File: config.mk
export PLATFORM = sky130hd
export DESIGN_NAME = itmr_top
export DESIGN_NICKNAME = d
export VERILOG_FILES = /design/src/rtl/itmr_pkg.sv /design/src/rtl/itmr_prescaler.sv /design/src/rtl/itmr_counter.sv /design/src/rtl/itmr_strobe_fsm.sv /design/src/rtl/itmr_toggle.sv /design/src/rtl/itmr_regs.sv /design/src/rtl/itmr_top.sv
export SDC_FILE = /design/constraint.sdc
export NUM_CORES = 1
export LEC_CHECK = 0
export ABC_AREA = 1
export ABC_CLOCK_PERIOD_IN_PS = 2500
export BUFFER_PORTS_ARGS = -buffer_cell sky130_fd_sc_hd__buf_2
export CORE_ASPECT_RATIO = 0.75
export CORE_MARGIN = 1
export CORE_UTILIZATION = 59
export CTS_CLUSTER_DIAMETER = 200
export CTS_CLUSTER_SIZE = 12
export DETAILED_ROUTE_END_ITERATION = 16
export GPL_TIMING_DRIVEN = 0
export PLACE_DENSITY_LB_ADDON = 0.2
export SLEW_MARGIN = 20
export SYNTH_ARGS = -nofsm -noshare
export SYNTH_HDL_FRONTEND = slang
export SYNTH_SLANG_ARGS = --single-unit
File: constraint.sdc
create_clock -name clk -period 2.5 [get_ports clk]
set_input_delay 0.125 -clock clk [delete_from_list [all_inputs] [get_ports clk]]
set_output_delay 0.125 -clock clk [all_outputs]
set_load 0.05 [all_outputs]
File: src/rtl/itmr_pkg.sv
package itmr_pkg;
    localparam int unsigned ADDR_W   = 3;
    localparam int unsigned MAX_DIV  = 32;
    localparam int unsigned PRE_W    = $clog2(MAX_DIV);
    localparam int unsigned MAX_HALF = MAX_DIV / 2;

    localparam logic [ADDR_W-1:0] A_CTRL = 3'd0;
    localparam logic [ADDR_W-1:0] A_STAT = 3'd1;
    localparam logic [ADDR_W-1:0] A_CMPL = 3'd2;
    localparam logic [ADDR_W-1:0] A_CMPH = 3'd3;
    localparam logic [ADDR_W-1:0] A_CNTL = 3'd4;
    localparam logic [ADDR_W-1:0] A_CNTH = 3'd5;

    localparam int unsigned CB_RUN = 0;
    localparam int unsigned CB_INV = 1;
    localparam int unsigned CB_MSK = 2;
    localparam int unsigned CB_SEL = 3;
    localparam int unsigned SB_FLAG = 0;
    localparam int unsigned SB_OUT  = 1;

    typedef enum logic [1:0] {
        ST_IDLE   = 2'd0,
        ST_COUNT  = 2'd1,
        ST_STROBE = 2'd2
    } strobe_st_t;

    function automatic logic [PRE_W:0] div_of(input logic [1:0] sel);
        logic [PRE_W:0] d;
        case (sel)
            2'd0:    d = (PRE_W+1)'(1);
            2'd1:    d = (PRE_W+1)'(2);
            2'd2:    d = (PRE_W+1)'(8);
            default: d = (PRE_W+1)'(MAX_DIV);
        endcase
        return d;
    endfunction
endpackage

File: src/rtl/itmr_prescaler.sv
module itmr_prescaler
    import itmr_pkg::*;
(
    input  logic             clk,
    input  logic             rst_n,
    input  logic             run,
    input  logic [1:0]       sel,
    output logic             tick,
    output logic [PRE_W-1:0] half_len
);
    logic [PRE_W-1:0] pre_q;
    logic [PRE_W:0]   div;
    logic [PRE_W:0]   lim;
    logic [PRE_W-1:0] half_raw;

    always_comb begin
        div      = div_of(sel);
        lim      = div - (PRE_W+1)'(1);
        half_raw = div[PRE_W:1];
        tick     = run && ({1'b0, pre_q} >= lim);
        half_len = (half_raw == '0) ? PRE_W'(1) : half_raw;
    end

    always_ff @(posedge clk or negedge rst_n) begin
        if (!rst_n) begin
            pre_q <= '0;
        end else if (!run || tick) begin
            pre_q <= '0;
        end else begin
            pre_q <= pre_q + PRE_W'(1);
        end
    end
endmodule

File: src/rtl/itmr_counter.sv
module itmr_counter #(
    parameter int unsigned CNT_W = 16
) (
    input  logic             clk,
    input  logic             rst_n,
    input  logic             run,
    input  logic             tick,
    input  logic [CNT_W-1:0] cmp,
    output logic [CNT_W-1:0] cnt,
    output logic             match_evt
);
    logic [CNT_W-1:0] cnt_q;

    assign cnt       = cnt_q;
    assign match_evt = tick && (cnt_q == cmp);

    always_ff @(posedge clk or negedge rst_n) begin
        if (!rst_n) begin
            cnt_q <= '0;
        end else if (!run || match_evt) begin
            cnt_q <= '0;
        end else if (tick) begin
            cnt_q <= cnt_q + CNT_W'(1);
        end
    end
endmodule

File: src/rtl/itmr_strobe_fsm.sv
module itmr_strobe_fsm
    import itmr_pkg::*;
(
    input  logic             clk,
    input  logic             rst_n,
    input  logic             run,
    input  logic             match_evt,
    input  logic [PRE_W-1:0] half_len,
    output logic             strobe
);
    strobe_st_t       state_q, state_d;
    logic [PRE_W-1:0] hold_q;

    always_comb begin
        state_d = state_q;
        unique case (state_q)
            ST_IDLE: begin
                if (run && match_evt)  state_d = ST_STROBE;
                else if (run)          state_d = ST_COUNT;
            end
            ST_COUNT: begin
                if (!run)              state_d = ST_IDLE;
                else if (match_evt)    state_d = ST_STROBE;
            end
            ST_STROBE: begin
                if (!run)                        state_d = ST_IDLE;
                else if (match_evt)              state_d = ST_STROBE;
                else if (hold_q == PRE_W'(1))    state_d = ST_COUNT;
            end
            default:                   state_d = ST_IDLE;
        endcase
    end

    always_ff @(posedge clk or negedge rst_n) begin
        if (!rst_n) begin
            state_q <= ST_IDLE;
            hold_q  <= '0;
        end else begin
            state_q <= state_d;
            if (run && match_evt) begin
                hold_q <= half_len;
            end else if (state_q == ST_STROBE && hold_q != '0) begin
                hold_q <= hold_q - PRE_W'(1);
            end
        end
    end

    always_comb begin
        strobe = (state_q == ST_STROBE);
    end
endmodule

File: src/rtl/itmr_toggle.sv
module itmr_toggle (
    input  logic clk,
    input  logic rst_n,
    input  logic strobe,
    input  logic inv_en,
    output logic tout
);
    logic gate, gate_q, tout_q;

    assign gate = strobe && inv_en;
    assign tout = tout_q;

    always_ff @(posedge clk or negedge rst_n) begin
        if (!rst_n) begin
            gate_q <= 1'b0;
            tout_q <= 1'b0;
        end else begin
            gate_q <= gate;
            if (gate && !gate_q) begin
                tout_q <= !tout_q;
            end
        end
    end
endmodule

File: src/rtl/itmr_regs.sv
module itmr_regs
    import itmr_pkg::*;
#(
    parameter int unsigned DATA_W = 8
) (
    input  logic                clk,
    input  logic                rst_n,
    input  logic                we,
    input  logic [ADDR_W-1:0]   addr,
    input  logic [DATA_W-1:0]   wdata,
    input  logic                match_evt,
    input  logic                tout,
    input  logic [2*DATA_W-1:0] cnt,
    output logic [DATA_W-1:0]   rdata,
    output logic                run,
    output logic                inv_en,
    output logic                mask,
    output logic [1:0]          sel,
    output logic [2*DATA_W-1:0] cmp,
    output logic                flag
);
    localparam int unsigned CNT_W = 2 * DATA_W;

    logic             run_q, inv_q, msk_q, flag_q;
    logic [1:0]       sel_q;
    logic [CNT_W-1:0] cmp_q;

    assign run    = run_q;
    assign inv_en = inv_q;
    assign mask   = msk_q;
    assign sel    = sel_q;
    assign cmp    = cmp_q;
    assign flag   = flag_q;

    always_ff @(posedge clk or negedge rst_n) begin
        if (!rst_n) begin
            run_q  <= 1'b0;
            inv_q  <= 1'b0;
            msk_q  <= 1'b0;
            sel_q  <= 2'd0;
            cmp_q  <= '0;
            flag_q <= 1'b0;
        end else begin
            if (we && addr == A_CTRL) begin
                run_q <= wdata[CB_RUN];
                inv_q <= wdata[CB_INV];
                msk_q <= wdata[CB_MSK];
                sel_q <= wdata[CB_SEL+1:CB_SEL];
            end
            if (we && addr == A_CMPL) cmp_q[DATA_W-1:0]     <= wdata;
            if (we && addr == A_CMPH) cmp_q[CNT_W-1:DATA_W] <= wdata;
            if (match_evt) begin
                flag_q <= 1'b1;
            end else if (we && addr == A_STAT && wdata[SB_FLAG]) begin
                flag_q <= 1'b0;
            end
        end
    end

    always_comb begin
        rdata = '0;
        case (addr)
            A_CTRL: begin
                rdata[CB_RUN]            = run_q;
                rdata[CB_INV]            = inv_q;
                rdata[CB_MSK]            = msk_q;
                rdata[CB_SEL+1:CB_SEL]   = sel_q;
            end
            A_STAT: begin
                rdata[SB_FLAG] = flag_q;
                rdata[SB_OUT]  = tout;
            end
            A_CMPL:  rdata = cmp_q[DATA_W-1:0];
            A_CMPH:  rdata = cmp_q[CNT_W-1:DATA_W];
            A_CNTL:  rdata = cnt[DATA_W-1:0];
            A_CNTH:  rdata = cnt[CNT_W-1:DATA_W];
            default: rdata = '0;
        endcase
    end
endmodule

File: src/rtl/itmr_top.sv
module itmr_top
    import itmr_pkg::*;
#(
    parameter int unsigned DATA_W = 8
) (
    input  logic              clk,
    input  logic              rst_n,
    input  logic              reg_we,
    input  logic [ADDR_W-1:0] reg_addr,
    input  logic [DATA_W-1:0] reg_wdata,
    output logic [DATA_W-1:0] reg_rdata,
    output logic              irq_o,
    output logic              match_o,
    output logic              tout_o
);
    localparam int unsigned CNT_W = 2 * DATA_W;

    logic             run, inv_en, mask, flag, tick, match_evt, strobe, tout;
    logic [1:0]       sel;
    logic [CNT_W-1:0] cmp, cnt;
    logic [PRE_W-1:0] half_len;

    itmr_regs #(.DATA_W(DATA_W)) regs_i (
        .clk(clk), .rst_n(rst_n), .we(reg_we), .addr(reg_addr),
        .wdata(reg_wdata), .match_evt(match_evt), .tout(tout), .cnt(cnt),
        .rdata(reg_rdata), .run(run), .inv_en(inv_en), .mask(mask),
        .sel(sel), .cmp(cmp), .flag(flag)
    );

    itmr_prescaler pre_i (
        .clk(clk), .rst_n(rst_n), .run(run), .sel(sel),
        .tick(tick), .half_len(half_len)
    );

    itmr_counter #(.CNT_W(CNT_W)) cnt_i (
        .clk(clk), .rst_n(rst_n), .run(run), .tick(tick), .cmp(cmp),
        .cnt(cnt), .match_evt(match_evt)
    );

    itmr_strobe_fsm fsm_i (
        .clk(clk), .rst_n(rst_n), .run(run), .match_evt(match_evt),
        .half_len(half_len), .strobe(strobe)
    );

    itmr_toggle tog_i (
        .clk(clk), .rst_n(rst_n), .strobe(strobe), .inv_en(inv_en),
        .tout(tout)
    );

    assign irq_o   = flag && !mask;
    assign match_o = strobe;
    assign tout_o  = tout;
endmodule

## Yosys cells after proc, flatten, opt, wreduce, memory -nomap -nowiden

Cells that the tools add are included.
W data, S select, Z words.

- Add/subtract/negate cells: 4
- Order comparisons: 1
- Equality and inequality tests: 14
- Multiplexer cells: 20
- Reductions and logical operators: 27

Operator list:

| cell | count |
|---|---|
| $mux W16 | 2 |
| $mux W5 | 4 |
| $pmux W6 S3 | 1 |
| $add A16 B1 Y16 const B | 1 |
| $eq A16 B16 Y1 | 1 |
| $pmux W3 S5 | 1 |
| $mux W2 | 7 |
| $logic_and A1 B1 Y1 | 12 |
| $pmux W2 S6 | 1 |
| $pmux W3 S4 | 1 |
| $eq A3 B2 Y1 const B | 2 |
| $eq A3 B3 Y1 const B | 2 |
| $ge A5 B6 Y1 | 1 |
| $pmux W2 S3 | 1 |
| $reduce_bool A2 Y1 | 3 |
| $sub A6 B1 Y6 const B | 1 |
| $add A5 B1 Y5 const B | 1 |
| $eq A5 B1 Y1 const B | 1 |
| $logic_not A5 Y1 | 1 |
| $reduce_bool A5 Y1 | 1 |
| $sub A5 B1 Y5 const B | 1 |
| $eq A2 B1 Y1 const B | 2 |
| $eq A2 B2 Y1 const B | 2 |
| $logic_not A1 Y1 | 4 |
| 9 further kinds | 12 |

- Register bits: 52
- Output and inout port bits: 11
- Logic and storage cells: 79

## Logic depth before layout (Yosys ltp)

- Word-level depth: 9
- Mapped depth: 15

## Modules after synthesis

From an unflattened synthesis, not the netlist that was laid out.

- Cells, all modules: 508
- Area total of the unflattened synthesis: 3636.0 um2

By module, submodules not included:

| module | instances | cells each | area each (um2) | sequential area each (um2) |
|---|---|---|---|---|
| itmr_regs | 1 | 177 | 1332.5 | 550.5 |
| itmr_counter | 1 | 202 | 1318.8 | 400.4 |
| itmr_strobe_fsm | 1 | 67 | 467.9 | 175.2 |
| itmr_prescaler | 1 | 50 | 419.2 | 125.1 |
| itmr_toggle | 1 | 10 | 87.6 | 50.0 |
| itmr_top | 1 | 2 | 10.0 | 0.0 |

## Worst setup path after synthesis

No wires, ideal clock.

- Path kind: flip-flop to flip-flop
- Start: reg regs_i.sel_q[1], in the netlist regs_i.sel[1]
- End: reg cnt_i.cnt_q[10], in the netlist cnt_i.cnt[10]
- Library setup time: 0.123 ns
- Arrival time: 1.752 ns
- Slack: 0.625 ns
- Stages on the path, launching flop included: 16
- Period minus slack after synthesis: 1.875 ns
- Cell sequence: dfrtp_1 > inv_1 > nand2_1 > ha_1 > inv_1 > nand2_1 > nand2_1 > nand2_1 > nand2_1 > nand3_1 > buf_2 > nand2_1 > inv_1 > nand2_1 > o21ai_2 > a21oi_1

- Word-level cells in the longest chain between the ends: 8
- Elaborated cells on any way between the ends: 11
- Classes of those cells: 1 x add/sub; 1 x order compare; 2 x eq/ne; 2 x mux; 5 x reduce/logical

Ends and longest elaborated chain:

| item | RTL line | source |
|---|---|---|
| start, declared | itmr_regs.sv:25 | `logic [1:0] sel_q;` |
| start signal, assigned | itmr_regs.sv:48 | `sel_q <= wdata[CB_SEL+1:CB_SEL];` |
| $eq A2 B2 Y1 (tied with other cells) | itmr_pkg.sv:29 | `case (sel)` |
| $pmux W6 S3 * | itmr_pkg.sv:29 |  |
| $sub A6 B1 Y6 * | itmr_prescaler.sv:18 | `lim = div - (PRE_W+1)'(1);` |
| $ge A5 B6 Y1 * | itmr_prescaler.sv:20 | `tick = run && ({1'b0, pre_q} >= lim);` |
| $logic_and A1 B1 Y1 * | itmr_prescaler.sv:20 |  |
| $logic_and A1 B1 Y1 | itmr_counter.sv:15 | `assign match_evt = tick && (cnt_q == cmp);` |
| $logic_or A1 B1 Y1 | itmr_counter.sv:20 | `end else if (!run \|\| match_evt) begin` |
| $mux W16 / $reduce_bool A2 Y1 (equally long branches) | -- |  |
| end signal, assigned | itmr_counter.sv:23 | `cnt_q <= cnt_q + CNT_W'(1);` |
| end, declared | itmr_counter.sv:12 | `logic [CNT_W-1:0] cnt_q;` |

Every way passes the cells marked *; elsewhere a longest branch is shown, timed or not.
A chain may end at the register's enable or synchronous reset.

## Worst setup path after layout

- Start: reg regs_i.sel_q[1], in the netlist regs_i.sel[1]
- End: reg cnt_i.cnt_q[14], in the netlist cnt_i.cnt[14]

The elaborated chain is that of the path after synthesis.

==> flow_summary.ini <==
[drt]
routed_via_density = 5.47
wl_met2_um = 3600
drc = 0
drt-met1-wl_um = 4010
wl_met3_um = 671
antenna_left = 0
vias = 3166
top_layer_used = met4
first_iter_violations = 288
routedWlPerCell_um = 14.5
routed_wl_um = 8410
first_pass_iters = 5

[setup_path]
crit_arrival_ns = 2.47
path_class = reg2reg
end_kind = flip-flop
cp_max_fo = 10
cp-start-kind = flip-flop
required_ns = 2.71

[clocking]
cts_tree = yes
root_buffer = clkbuf_8
htree_levels = 2
clk_path_buf_depth = 2
clock_latency_ns = 0.32
clk_pin_slew_ns = 0.10
cts_buffers = 5
post-cts-setup-buffers = 0
cts.sinks = 52

[grt]
grt_pass1_vias = 2842
grtUsageTotal_pct = 32.1
gr-total-overflow = 0
antenna_found_initial = 0
grt_max_degree = 53
grt_pass1_wl_um = 14000

[power_and_ir_drop]
ir_drop_uv = 505
p_per_area_mw_per_mm2 = 715
p_leak_nw = 1.92

[timing]
fin_worst_skew_ns = 0.0106
rsz0062_at_grt = false
setup_tns_ns = 0
drv_slew = 0
max_freq_ghz = 0.442
finalCriticalPeriod_ns = 2.26
slew_headroom_pct = 56.3
timing.hold.ws_ns = 0.0706
period_share_pct = 90.4
tightest_slew_ns = 0.655
setup_violations = 0
hold_viol = 0

[logic_synthesis]
synth_top_family_by_area = simple AND/OR/NAND/NOR gates
yosysSeqAreaShare_pct = 39.1
syn-mean-instance-area_sq_um = 7.07
synth_fa_ha_area_share_pct = 3.76
synth-simple-area-share_pct = 31.2
ys_seq_elements = 52
synth_cells = 471
netlist_area_sq_mm = 0.00333
synthMuxAreaShare_pct = 0
synthDistinctLibCells = 35
synth_compound_area_share_pct = 13.3
synth_xor_xnor_area_share_pct = 2.89
synth_fp_nets = 495
yosys_warnings = 0

[outcome]
outcome = finished clean

[placed_design]
place.gp.congestion = 1.02
hpwl_um = 6570
portBuffers = 24

[floorplanning]
fp.dieH_um = 67.1
dieArea_sq_mm = 0.00595
coreArea_sq_mm = 0.00538
rows = 23
floorplan.initialDensity_pct = 61.9
io_pins = 25
die_w_um = 88.8

[finish]
fillers = 490
syn_to_final_growth_pct = 10.1
antenna_cells = 0
final_layout_size_suffix_gt1_share_pct = 13.3
fin_nets = 527
seqCellArea_sq_mm = 0.00130
utilization_pct = 68.2
multi_input_area_sq_mm = 0.00170

[job]
drv_cap = 0

[min_path]
hp-class = in2reg
cells in the final DEF (no fill, tap or decap), types with 4 or more instances in the layout:
cell type,count
nor3_1,7
nand2_1,152
nand3_1,18
clkbuf_8,5
xor2_1,10
nor2_1,41
dfrtp_1,52
a21oi_1,17
inv_1,70
inv_2,9
o21ai_0,29
nand4_1,4
ha_1,10
o22ai_1,7
nand3_2,7
o21ai_2,6
o221ai_1,4
buf_2,25
what timing repair did:
| item | in CTS | in global routing |
|---|---|---|
| setup endpoints to repair | 0 | 2 |
| gates resized for setup | 0 | 1 |
| hold buffers | 1 | 0 |
| hold endpoints to repair | 52 | 0 |
synthesized netlist by cell type:
cell type,number,area [sq um]
o21ai_1,2,10.0
ha_1,10,125
nand4_2,1,12.5
o211ai_1,2,15.0
nor4_1,1,6.26
o221ai_1,4,35.0
nor3_1,7,35.0
a21oi_1,17,85.1
a2111o_1,1,11.3
inv_1,71,267
nor2_4,1,11.3
nand4_1,4,25.0
nor3b_1,1,7.51
nand3_2,7,70.1
buf_2,2,10.0
o2111ai_1,2,17.5
nor3_2,2,20.0
o22ai_1,7,43.8
nor2_1,41,154
clkbuf_1,2,7.51
dfrtp_1,52,1300
nand2_2,2,12.5
a22oi_1,2,15.0
or2_2,1,6.26
xor2_1,10,87.6
nor2_2,2,12.5
o21ai_2,6,52.6
xnor2_1,1,8.76
and3_1,1,6.26
o21ai_0,29,145
inv_2,8,30.0
nand2_1,152,571
nand3_1,18,90.1
a31oi_2,1,12.5
buf_6,1,11.3
cell type report:
cell class                 instances  area share, %
buffer                             5          0.784
clock buffer                       5           1.88
clock inverter                     3           1.16
inverter                          79           8.08
multi-input combinational        335           46.5
sequential                        52           35.5
tap                               75           2.56
timing repair buffer              25           3.62
registers in the layout, summed over array words and instances (netlist names):
| register | flops |
|---|---|
| cnt_i.cnt | 16 |
| fsm_i.hold_q | 5 |
| fsm_i.state_q | 2 |
| pre_i.pre_q | 5 |
| regs_i.cmp | 16 |
| regs_i.flag | 1 |
| regs_i.inv_en | 1 |
| regs_i.mask | 1 |
| regs_i.run | 1 |
| regs_i.sel | 2 |
| tog_i.gate_q | 1 |
| tog_i.tout | 1 |
power by group:
part | internal [W] | switching, W
Combinational | 0.000305 | 0.000602
Clock | 0.000297 | 0.000287
Sequential | 0.000981 | 0.000153
Total | 0.00158 | 0.00104
per-stage QoR:
stage	power, W	cell area (sq um)	worst slack [ns]	cells
finish	0.00262	3670	0.240	579
global route	0.00281	3670	0.0438	579
CTS	0.00262	3670	0.193	579
detailed placement	0.00204	3550	0.214	570
global placement	0.00202	3540	0.245	570
floorplan	0.00181	3330	0.625	471
cells by family after synthesis:
logic type                 Yosys count
AOI/OAI and AO/OA                   73
xor gates and xnor gates            11
adders and majority gates           10
buffers and inverters               84
DFF                                 52
and+or+nand+nor                    241
per-layer routing:
layer	global-route usage, %	up-vias
met5	0	-
met4	9.48	0
met3	4.71	11
met2	46.4	125
met1	48.9	1473
li1	-	1557
worst max-delay path: stages (launching register included):
cell and delay, ns:
dfrtp_1 0.47, inv_2 0.15, nand2_1 0.08, ha_1 0.27, inv_1 0.03, nand2_1 0.04
nand2_1 0.04, nand2_1 0.05, nand2_1 0.06, nand3_1 0.12, buf_2 0.26, nand2_1 0.11
inv_1 0.14, nand2_1 0.13, o21ai_2 0.15, a21oi_1 0.05
path summary, 6_finish.rpt:
path | cells after the start | slack, ns | end | start
max | 15 | 0.24 | cnt_i.cnt[14]$_DFFE_PN0P_ | regs_i.sel[1]$_DFFE_PN0P_
min | 3 | 0.07 | regs_i.cmp[5]$_DFFE_PN0P_ | reg_wdata[5]
max reg2reg | 15 | 0.24 | cnt_i.cnt[14]$_DFFE_PN0P_ | regs_i.sel[1]$_DFFE_PN0P_
min reg2reg | 2 | 0.50 | regs_i.inv_en$_DFFE_PN0P_ | regs_i.inv_en$_DFFE_PN0P_
max in group asynchronous | 2 | 1.69 | regs_i.cmp[6]$_DFFE_PN0P_ | rst_n
min in group asynchronous | 2 | 0.37 | pre_i.pre_q[3]$_DFF_PN0_ | rst_n
Note: power is estimated with default switching activity, not from simulation.
